**src/rtl/cclk_pkg.sv**
```systemverilog
package cclk_pkg;

  // Operating mode of the generator, decoded from the applied configuration.
  typedef enum logic [1:0] {
    MODE_OFF = 2'd0,
    MODE_DIV = 2'd1,
    MODE_BYP = 2'd2
  } clk_mode_e;

endpackage

```
**src/rtl/cclk_upd_ctrl.sv**
```systemverilog
module cclk_upd_ctrl
  import cclk_pkg::*;
#(
  parameter int DIV_W = 8,
  parameter int SRC_W = 2
) (
  input  logic             clk,
  input  logic             rst,
  input  logic [DIV_W-1:0] stg_div_i,
  input  logic [SRC_W-1:0] stg_src_i,
  input  logic             stg_en_i,
  input  logic             stg_lp_i,
  input  logic             upd_i,
  input  logic             upd_wait_i,
  input  logic             data_busy_i,
  input  logic             at_start_i,
  output logic             apply_o,
  output logic             pend_o,
  output logic [DIV_W-1:0] cur_div_o,
  output logic [SRC_W-1:0] cur_src_o,
  output logic             cur_en_o,
  output logic             cur_lp_o,
  output clk_mode_e        mode_o
);

  logic             pend_q;
  logic             wait_q;
  logic [DIV_W-1:0] div_q;
  logic [SRC_W-1:0] src_q;
  logic             en_q;
  logic             lp_q;
  logic             hold;

  // A flagged request is held off by data activity; every request waits for
  // the generator to sit at the end of a low phase.
  assign hold    = wait_q && data_busy_i;
  assign apply_o = pend_q && !hold && at_start_i;

  always_ff @(posedge clk) begin
    if (rst) begin
      pend_q <= 1'b0;
      wait_q <= 1'b0;
      div_q  <= '0;
      src_q  <= '0;
      en_q   <= 1'b0;
      lp_q   <= 1'b0;
    end else if (apply_o) begin
      pend_q <= 1'b0;
      wait_q <= 1'b0;
      div_q  <= stg_div_i;
      src_q  <= stg_src_i;
      en_q   <= stg_en_i;
      lp_q   <= stg_lp_i;
    end else if (upd_i && !pend_q) begin
      pend_q <= 1'b1;
      wait_q <= upd_wait_i;
    end
  end

  always_comb begin
    if (!en_q)               mode_o = MODE_OFF;
    else if (div_q == '0)    mode_o = MODE_BYP;
    else                     mode_o = MODE_DIV;
  end

  assign pend_o    = pend_q;
  assign cur_div_o = div_q;
  assign cur_src_o = src_q;
  assign cur_en_o  = en_q;
  assign cur_lp_o  = lp_q;

  AST_APPLY_TAKES_STAGED: assert property (@(posedge clk) disable iff (rst)
    $fell(pend_q) |-> (div_q == $past(stg_div_i) && en_q == $past(stg_en_i)));
  AST_CFG_HOLD: assert property (@(posedge clk) disable iff (rst)
    !$fell(pend_q) |-> ($stable(div_q) && $stable(en_q) && $stable(lp_q)));
  AST_WAIT_DEFER: assert property (@(posedge clk) disable iff (rst)
    (pend_q && wait_q && data_busy_i) |=> pend_q);
  AST_APPLY_AT_START: assert property (@(posedge clk) disable iff (rst)
    $fell(pend_q) |-> $past(at_start_i));

endmodule

```
**src/rtl/cclk_divider.sv**
```systemverilog
module cclk_divider
  import cclk_pkg::*;
#(
  parameter int DIV_W = 8
) (
  input  logic             clk,
  input  logic             rst,
  input  logic             apply_i,
  input  logic             run_i,
  input  clk_mode_e        mode_i,
  input  logic [DIV_W-1:0] div_i,
  output logic             div_o,
  output logic             at_start_o
);

  localparam logic [DIV_W-1:0] ONE = DIV_W'(1);

  logic [DIV_W-1:0] cnt_q;
  logic [DIV_W-1:0] reload;
  logic             ph_q;
  logic             go;

  assign reload = div_i - ONE;
  assign go     = run_i && (mode_i == MODE_DIV);

  // Down-counter per half period. The decision to start a high phase is
  // only taken at the start point, so phases always complete in full.
  always_ff @(posedge clk) begin
    if (rst) begin
      cnt_q <= '0;
      ph_q  <= 1'b0;
    end else if (apply_i) begin
      cnt_q <= '0;
      ph_q  <= 1'b0;
    end else if (ph_q) begin
      if (cnt_q == '0) begin
        ph_q  <= 1'b0;
        cnt_q <= reload;
      end else begin
        cnt_q <= cnt_q - ONE;
      end
    end else if (cnt_q != '0) begin
      cnt_q <= cnt_q - ONE;
    end else if (go) begin
      ph_q  <= 1'b1;
      cnt_q <= reload;
    end
  end

  assign div_o      = ph_q;
  assign at_start_o = !ph_q && (cnt_q == '0);

  AST_HIGH_ONLY_DIVIDED: assert property (@(posedge clk) disable iff (rst)
    ph_q |-> (mode_i == MODE_DIV));

endmodule

```
**src/rtl/cclk_gate.sv**
```systemverilog
module cclk_gate (
  input  logic clk,
  input  logic rst,
  input  logic byp_en_i,
  input  logic div_i,
  output logic cclk_o
);

  logic byp_q;

  // Enable for the pass-through path changes only while the source is low.
  always_ff @(negedge clk) begin
    if (rst) byp_q <= 1'b0;
    else     byp_q <= byp_en_i;
  end

  assign cclk_o = (clk & byp_q) | div_i;

  AST_PATHS_EXCLUSIVE: assert property (@(posedge clk) disable iff (rst)
    byp_q |-> !div_i);

endmodule

```
**src/rtl/cclk_gen.sv**
```systemverilog
module cclk_gen
  import cclk_pkg::*;
#(
  parameter int DIV_W = 8,
  parameter int SRC_W = 2
) (
  input  logic             clk,
  input  logic             rst,
  input  logic [DIV_W-1:0] stg_div_i,
  input  logic [SRC_W-1:0] stg_src_i,
  input  logic             stg_en_i,
  input  logic             stg_lp_i,
  input  logic             upd_i,
  input  logic             upd_wait_i,
  input  logic             cmd_busy_i,
  input  logic             data_busy_i,
  output logic             cclk_o,
  output logic             start_o,
  output logic [DIV_W-1:0] cur_div_o,
  output logic [SRC_W-1:0] cur_src_o,
  output logic             cur_en_o,
  output logic             cur_lp_o
);

  clk_mode_e mode;
  logic      apply;
  logic      at_start;
  logic      run;
  logic      idle;
  logic      div_ph;

  cclk_upd_ctrl #(.DIV_W(DIV_W), .SRC_W(SRC_W)) u_ctrl (
    .clk        (clk),
    .rst        (rst),
    .stg_div_i  (stg_div_i),
    .stg_src_i  (stg_src_i),
    .stg_en_i   (stg_en_i),
    .stg_lp_i   (stg_lp_i),
    .upd_i      (upd_i),
    .upd_wait_i (upd_wait_i),
    .data_busy_i(data_busy_i),
    .at_start_i (at_start),
    .apply_o    (apply),
    .pend_o     (start_o),
    .cur_div_o  (cur_div_o),
    .cur_src_o  (cur_src_o),
    .cur_en_o   (cur_en_o),
    .cur_lp_o   (cur_lp_o),
    .mode_o     (mode)
  );

  assign idle = !cmd_busy_i && !data_busy_i;
  assign run  = cur_en_o && !(cur_lp_o && idle);

  cclk_divider #(.DIV_W(DIV_W)) u_div (
    .clk       (clk),
    .rst       (rst),
    .apply_i   (apply),
    .run_i     (run),
    .mode_i    (mode),
    .div_i     (cur_div_o),
    .div_o     (div_ph),
    .at_start_o(at_start)
  );

  cclk_gate u_gate (
    .clk     (clk),
    .rst     (rst),
    .byp_en_i(run && (mode == MODE_BYP)),
    .div_i   (div_ph),
    .cclk_o  (cclk_o)
  );

  AST_OFF_NO_HIGH: assert property (@(posedge clk) disable iff (rst)
    (!cur_en_o && $past(!cur_en_o)) |-> !div_ph);

endmodule

```
**config.mk**
```make
export PLATFORM = sky130hd
export DESIGN_NAME = cclk_gen
export DESIGN_NICKNAME = d
export VERILOG_FILES = /design/src/rtl/cclk_pkg.sv /design/src/rtl/cclk_upd_ctrl.sv /design/src/rtl/cclk_divider.sv /design/src/rtl/cclk_gate.sv /design/src/rtl/cclk_gen.sv
export SDC_FILE = /design/constraint.sdc
export NUM_CORES = 1
export LEC_CHECK = 0
export BUFFER_PORTS_ARGS = -buffer_cell sky130_fd_sc_hd__buf_2
export CAP_MARGIN = 10
export CELL_PAD_IN_SITES_DETAIL_PLACEMENT = 1
export CELL_PAD_IN_SITES_GLOBAL_PLACEMENT = 1
export CORE_ASPECT_RATIO = 0.75
export CORE_MARGIN = 4
export CORE_UTILIZATION = 38
export DETAILED_ROUTE_END_ITERATION = 10
export PLACE_DENSITY_LB_ADDON = 0.1
export SETUP_SLACK_MARGIN = 0.5
export SKIP_CTS_REPAIR_TIMING = 1
export SKIP_LAST_GASP = 1
export SLEW_MARGIN = 20
export SYNTH_ARGS = -nofsm -noshare
export SYNTH_HDL_FRONTEND = slang
export SYNTH_SLANG_ARGS = --single-unit
export TNS_END_PERCENT = 30
```
**constraint.sdc**
```tcl
create_clock -name clk -period 2.9 [get_ports clk]
set_input_delay 0.145 -clock clk [delete_from_list [all_inputs] [get_ports clk]]
set_output_delay 0.145 -clock clk [all_outputs]
set_load 0.01 [all_outputs]
```
## Word level (Yosys, flattened, before mapping)

Cells that the tools add are included.

| storage, ports and cells | value |
|---|---|
| register bits | 24 |
| input port bits | 18 |
| output and inout bits | 14 |
| word-level logic and storage cells | 46 |

| cells by class | value |
|---|---|
| add/subtract/negate cells | 2 |
| equality and inequality tests | 2 |
| mux-type cells | 10 |
| bitwise logic cells | 2 |
| reduce and logical (&&, ||, !) cells | 21 |

Operators by type and width:

| cell | count |
|---|---|
| 8-bit 2-to-1 mux | 4 |
| 8-bit zero test | 2 |
| 8-bit by 1-bit subtractor with 8-bit output, second input constant | 2 |
| 1-bit logical AND | 10 |
| 8-bit nonzero test | 1 |
| 1-bit zero test | 6 |
| 1-bit 2-to-1 mux | 4 |
| 2-bit 2-to-1 mux | 2 |
| 3-bit nonzero test | 1 |
| 2-bit by 1-bit equality test with 1-bit output, second input constant | 1 |
| 2-bit equality test, second input constant | 1 |
| 2-bit OR reduction | 1 |
| 1-bit AND | 1 |
| 1-bit OR | 1 |

## Depth between registers and ports, before layout

Gate-level depths: netlist of run 1.

| depth | value |
|---|---|
| depth after elaboration | 9 |
| depth in mapped cells | 8 |
| gate-level depth less buffers | 7 |

## By module

From an unflattened synthesis of run 1, not the netlist that was laid out.

| unflattened totals | value |
|---|---|
| cells, all modules | 153 |
| area total of the unflattened synthesis | 1417.6 sq um |

Modules (own cells, without submodules):

| module | times used | cells each | area an instance (sq um) | sequential area each (sq um) |
|---|---|---|---|---|
| cclk_divider | 1 | 82 | 696.9 | 180.2 |
| cclk_upd_ctrl | 1 | 64 | 659.4 | 280.3 |
| cclk_gate | 1 | 4 | 37.5 | 20.0 |
| cclk_gen | 1 | 3 | 23.8 | 0.0 |

==> impl_results.md, run 1 <==
* Launch instance of the worst min-delay path: stg_div_i[5]
* Post-layout net count at 209
* Count of mapped cells out of synthesis at 138
* Total Neg Setup Slack at -0.174 ns
* Arrival time of data at the critical path endpoint at approximately 2.0 ns
* Global-route wire length before repair at around 5800 um
* Switching power at between 0.6 and 0.7 mW
* Die width at 73.7 um
* Die area at between 4000 and 5000 sq um
* Worst rel slew slack at 61.2%
* Initial Utilization at 40.7%
* Status: finished, violations left
* Combinational family with the most area after synthesis: simple AND/OR/NAND/NOR gates
* Peak supply drop at 0.424 mV
* Top cells by count, synth: 25 x nor2_1, 24 x dfxtp_1, 16 x mux2i_1
* Port-buffer cells at 31
* Xor/xnor share of the synthesized area at 2.14%
* Clock skew at ~0.092 ns
* Peak per-stage delay on the critical path at between 0.5 and 0.6 ns
* Vert. Die Dim at between 50 and 60 um
* Post-synthesis cell type with the largest combined area: dfxtp_1
* Max Slew Vio Count at 0
* Yosys warns at 0
* Classification of the worst setup path: register to register
* Number of buffer and inverter instances along the worst setup path at 1
* Beginning of the critical path: u_ctrl.cur_div_o[1]
* Register-to-Register Setup Slack at -0.17 ns
* Crit path cell chain: inv_4 -> ha_4 -> or4b_4 -> or4_4 -> nor3b_2
* Tightest Hold Check Type: input port to register
* Via total after detailed routing at 1187
* Relative area change from synthesis to final layout at 33.1%
* Initial drt markers at 44
* Clock network latency to the later pin of the worst-skew pair at ~0.46 ns
* Number of max-cap violations at 0
* Post-detail-place hpwl at between 2000 and 3000 um
* Routability congestion estimate from global placement at a little over 0.8
* Simple-gate share of the synthesized area at 23.8%
* Synth Cell Area at around 1200 sq um
* Share of synthesized area spent on multiplexers at around an eighth
* Share of async-settable or async-resettable flops after synthesis at 0%
* CP required at 1.85 ns
* Pint at roughly 0.93 mW
* Adder-cell share of the synthesized area at 3.05%
* Mean instance size in the synthesized netlist at between 8 and 9 sq um
* Total I/O pin count at 32
* Endpoint type of the worst setup path: register
* RSZ-0062 raised after global routing: yes
* Clock tree from TritonCTS: yes
* Share of layout cells above drive strength 1 at approximately a third
* Clock-pin slew on the worst setup and hold paths at 0.09 ns
* Relative contribution of sequential cells to total power at between 20 and 30%
* FF+latch count, synth at 24
* Share of the synthesized area in compound gates (AO/OA/AOI/OAI) at 15.8%
* Net switching fraction of the power at 39.4%
* Core box area at 3020 sq um
* Remaining antenna violation count at 0
* Detailed-routing iteration count for the pre-antenna-repair pass at 4
* Predominant post-synthesis flop cell: dfxtp_1
* Detail-routed net length per standard cell at between 15 and 20 um
* Count of distinct cell types in the synthesized netlist at 36
* Setup Viol. Count Final at 1
* Ant. Diodes at 0
* Area fraction of the dominant cell type after synthesis at 39.1%
* Crit-path leading delay family: simple AND/OR/NAND/NOR gates
* Via count of the first global-routing pass at around 1300
* Overall global routing resource usage at 18.1%
* Power density cells at approximately 940 nW/um^2
* Type of origin of the critical path: register
* Post-place setup slack at -0.252 ns
* Violations in the final reports: negative hold slack, negative setup slack
* Post-synth EDFFs at 0
* Detailed-route DRC error count at 0
* Via density per instance at about 5.3
* Nets in the synthesized netlist at 159
* Maximum number of pins on one net before global-route repair at 16
* Relative contribution of combinational cells to total power at between 40% and 50%
* Portion of total power attributed to the clock network at about a fifth
* Slack of the critical path at -0.174 ns
* Actual slew at the worst max-slew pin at a little under 0.6 ns
* Startpoint of the lowest-slack register-to-register path: u_ctrl.cur_div_o[1]
* Global route total overflow at 0
* Slowest CP cell: or4_4
* Area contributors post-synth: dfxtp_1 39%, mux2i_1 13%, nor2_1 7.6%
* Final number of hold-violating endpoints at 1
* Row count at 17
* Leakage power figure at approximately 0.73 nW
* Drt total wl at approximately 3600 um
* Antenna violations before repair at 0
* Worst-path fanout max at 2
* Most used standard cell by instance count after synthesis: nor2_1
* Hold Slack at -0.00238 ns
* Share of synthesized area occupied by flip-flops and latches at about two fifths
[worst reg2reg max path, cell delays in order (launching register included)]
cell and delay [ns]:
dfxtp_4 0.36, inv_4 0.05, ha_4 0.12, or4b_4 0.46, or4_4 0.51, nor3b_2 0.15
[layout by cell type (no fill, tap or decap), types with 3 or more instances in the layout]
| cell type | netlist | routed |
|---|---|---|
| a21oi_1 | 11 | 11 |
| buf_2 | 0 | 31 |
| buf_4 | 1 | 13 |
| clkbuf_8 | 0 | 6 |
| dfxtp_1 | 24 | 22 |
| inv_1 | 6 | 4 |
| mux2i_1 | 16 | 16 |
| nand2_1 | 7 | 7 |
| nor2_1 | 25 | 25 |
| nor3_1 | 5 | 5 |
| o21ai_0 | 4 | 4 |
| or3_1 | 3 | 3 |
| xor2_1 | 3 | 3 |
[kinds of logic (layout without fill, tap and decap cells)]
kind of cell / after synthesis / count (layout)
and+or+nand+nor: 56 / 56
AOI/OAI and AO/OA: 27 / 27
DFF: 24 / 24
muxes: 16 / 16
buffers and inverters: 9 / 58
adders and majority gates: 3 / 3
xor gates and xnor gates: 3 / 3
[per-stage QoR]
stage	hold slack (ns)	power, mW	instances	cell area (sq um)	util [%]
after floorplan	0.217	0.963	138	1250	-
after global placement	0.338	1.15	215	1520	50.4
after detailed placement	0.338	1.19	215	1520	50.4
after CTS	-0.0166	1.52	222	1610	53.2
after global routing	0.00787	1.65	225	1640	54.1
final	-0.00238	1.53	225	1640	54.1
[power groups by stage]
stage / registers [mW] / clock network (mW) / logic [mW]
after floorplan: 0.460 / 0.00515 / 0.498
after global placement: 0.455 / 0.00559 / 0.691
after detailed placement: 0.461 / 0.00559 / 0.724
after CTS: 0.454 / 0.329 / 0.732
after global routing: 0.465 / 0.348 / 0.841
final: 0.456 / 0.321 / 0.752
[cell type report]
type                       instances  area (sq um)
clock buffer                       8          91.3
tap                               38          47.5
sequential                        24           485
fill                             381          1390
timing repair buffer              44           258
inverter                           5          21.3
multi-input combinational        105           728
clock inverter                     1          3.75
[per-layer routing]
layer / up-vias / GRT usage [%] / wire (um)
li1: 586 / - / -
met2: 29 / 29.0 / 1670
met5: - / 0 / 0
met4: 0 / 6.46 / 43
met3: 6 / 5.46 / 211
met1: 566 / 22.9 / 1640
[path summary, 6_finish.rpt]
check	to	depth (start not counted)
max	u_gate.byp_q	5
min	u_ctrl.cur_div_o[5]	3
max reg2reg	u_gate.byp_q	5
min reg2reg	u_ctrl.cur_src_o[1]	2
(Power assumes the default switching activity.)
==> run 2, diff against run 1 <==
==> constraint.sdc (replaced) <==
create_clock -name clk -period 3 [get_ports clk]
set_input_delay 0.15 -clock clk [delete_from_list [all_inputs] [get_ports clk]]
set_output_delay 0.15 -clock clk [all_outputs]
set_load 0.01 [all_outputs]
==> impl_results.md, run 2 (same netlist as run 1, synthesis figures left out) <==
* Peak per-stage delay on the critical path at 0.51 ns (about the same)
* Die area at 4220 sq um (unchanged)
* Crit-path leading delay family: simple AND/OR/NAND/NOR gates (unchanged)
* Power density cells at 921 nW/um^2 (was 935 nW/um^2)
* Via count of the first global-routing pass at 1261 (was 1262)
* Core box area at 3020 sq um (unchanged)
* Routability congestion estimate from global placement at 0.812 (was 0.810)
* Critical R2R Capture: u_gate.byp_q (unchanged)
* Via total after detailed routing at 1205 (was 1187)
* Commonest non-fill, non-tap cell in the layout: buf_2 (unchanged)
* CP required at 1.90 ns (was 1.85 ns)
* Final number of hold-violating endpoints at 1 (unchanged)
* Classification of the worst setup path: register to register (unchanged)
* Post-route non-filler standard cell count at 224 (was 225)
* Max Slew Vio Count at 0 (unchanged)
* Clock-pin slew on the worst setup and hold paths at 0.09 ns (about the same)
* Violations in the final reports: negative hold slack, negative setup slack (unchanged)
* Peak supply drop at 0.509 mV (was 0.424 mV)
* Port-buffer cells at 31 (unchanged)
* Clock network latency to the later pin of the worst-skew pair at 0.47 ns (was 0.46 ns)
* Via density per instance at 5.38 (was 5.28)
* Worst rel slew slack at 57.7% (was 61.2%)
* Leakage power figure at 0.729 nW (about the same)
* Die width at 73.7 um (unchanged)
* Status: finished, violations left (unchanged)
* Crit path cell chain: inv_2 -> ha_4 -> or4b_4 -> or4_4 -> nor3b_2 (was inv_4 -> ha_4 -> or4b_4 -> or4_4 -> nor3b_2)
* Overall global routing resource usage at 19.1% (was 18.1%)
* Drt total wl at 3730 um (was 3570 um)
* Arrival time of data at the critical path endpoint at 2.07 ns (was 2.02 ns)
* Hold Slack at -0.00863 ns (was -0.00238 ns)
* Number of buffer and inverter instances along the worst setup path at 1 (unchanged)
* Number of max-cap violations at 0 (unchanged)
* Post-Place Cells at 215 (unchanged)
* Clock tree from TritonCTS: yes (unchanged)
* Startpoint of the lowest-slack register-to-register path: u_ctrl.cur_div_o[1] (unchanged)
* Fill cell total of the finished layout at 370 (was 381)
* Remaining antenna violation count at 0 (unchanged)
* Launch instance of the worst min-delay path: stg_div_i[5] (unchanged)
* Register-to-Register Setup Slack at -0.17 ns (about the same)
* RSZ-0062 raised after global routing: yes (unchanged)
* Global-route wire length before repair at 6090 um (was 5820 um)
* Slack of the critical path at -0.170 ns (was -0.174 ns)
* Post-route standard cell area excluding fillers at 1640 sq um (unchanged)
* Area of placed instances at 1520 sq um (unchanged)
* Vert. Die Dim at 57.2 um (unchanged)
* Detailed-route DRC error count at 0 (unchanged)
* Post-layout net count at 208 (was 209)
* Setup Viol. Count Final at 1 (unchanged)
* Tightest Hold Check Type: input port to register (unchanged)
* Total Neg Setup Slack at -0.170 ns (was -0.174 ns)
* Initial Utilization at 40.7% (unchanged)
* Type of origin of the critical path: register (unchanged)
* Row count at 17 (unchanged)
* Top library cells by usage in the layout, fill and taps aside: 31 x buf_2, 25 x nor2_1, 22 x dfxtp_1 (unchanged)
* Actual slew at the worst max-slew pin at 0.632 ns (was 0.579 ns)
* Depth of the worst register-to-register path at 5 (unchanged)
* Endpoint type of the worst setup path: register (unchanged)
* Clock skew at 0.0922 ns (was 0.0923 ns)
* Maximum number of pins on one net before global-route repair at 16 (unchanged)
* Worst-path fanout max at 2 (unchanged)
* Post-detail-place hpwl at 2730 um (was 2670 um)
* WHS Path Cells at 3 (unchanged)
* Worst path depth at 5 (unchanged)
* Global route total overflow at 0 (unchanged)
* Slowest CP cell: or4_4 (unchanged)
* Destination of the worst hold path: u_ctrl.cur_div_o[5] (unchanged)
* Detail-routed net length per standard cell at 16.6 um (was 15.9 um)
* Antenna violations before repair at 0 (unchanged)
* Ant. Diodes at 0 (unchanged)
* Relative area change from synthesis to final layout at 33.1% (unchanged)
* Detailed-routing iteration count for the pre-antenna-repair pass at 4 (unchanged)
* Total I/O pin count at 32 (unchanged)
* Initial drt markers at 84 (was 44)
* Share of layout cells above drive strength 1 at 35.5% (was 35.3%)
-- run 2: per-layer routing --
layer / up-vias / global-route usage [%] / routed length [um]
li1: 586 / - / -
met1: 570 / 24.0 / 1690
met2: 39 / 30.4 / 1770
met3: 10 / 7.57 / 219
met4: 0 / 4.91 / 48
met5: - / 0 / 0
-- run 2: worst max-delay path by stage --
stage / from / end / slack, ns
floorplan: u_ctrl.cur_div_o[1] / u_gate.byp_q / -0.25
global placement: u_ctrl.cur_div_o[1] / u_gate.byp_q / -0.17
detailed placement: u_ctrl.cur_div_o[1] / u_gate.byp_q / -0.20
CTS: u_ctrl.cur_div_o[1] / u_gate.byp_q / -0.16
global route: u_ctrl.cur_div_o[1] / u_gate.byp_q / -0.21
finish: u_ctrl.cur_div_o[1] / u_gate.byp_q / -0.17
-- run 2: report_power, final --
| part | switching (mW) | internal [mW] |
|---|---|---|
| Sequential | 0.0620 | 0.380 |
| Combinational | 0.401 | 0.324 |
| Clock | 0.135 | 0.205 |
| Total | 0.598 | 0.909 |
-- run 2: final cells by class --
type / count / area, sq um / share of cell area, %
Clock buffer: 8 / 101 / 6.20
Clock inverter: 1 / 3.75 / 0.230
Inverter: 5 / 18.8 / 1.15
Multi-Input combinational cell: 105 / 728 / 44.5
Sequential cell: 24 / 485 / 29.7
Tap cell: 38 / 47.5 / 2.91
Timing Repair Buffer: 43 / 250 / 15.3
-- run 2: per-stage QoR --
stage                     utilization [%]  setup WS [ns]  hold slack, ns  total power, mW
after global placement               50.4         -0.171           0.343             1.11
after global routing                 54.1         -0.214         0.00647             1.62
after floorplan                         -         -0.247           0.222            0.931
final                                54.1         -0.170        -0.00863             1.51
after CTS                            53.6         -0.162         -0.0134             1.50
after detailed placement             50.4         -0.204           0.343             1.15
-- run 2: worst register-to-register path: cells and delay by family (launching register included) --
family,cells,cell delay [ns]
adder cells (fa/ha/maj),1,0.13
AND/OR/NAND/NOR,3,1.14
buffers and inverters,1,0.07
flip-flops,1,0.35
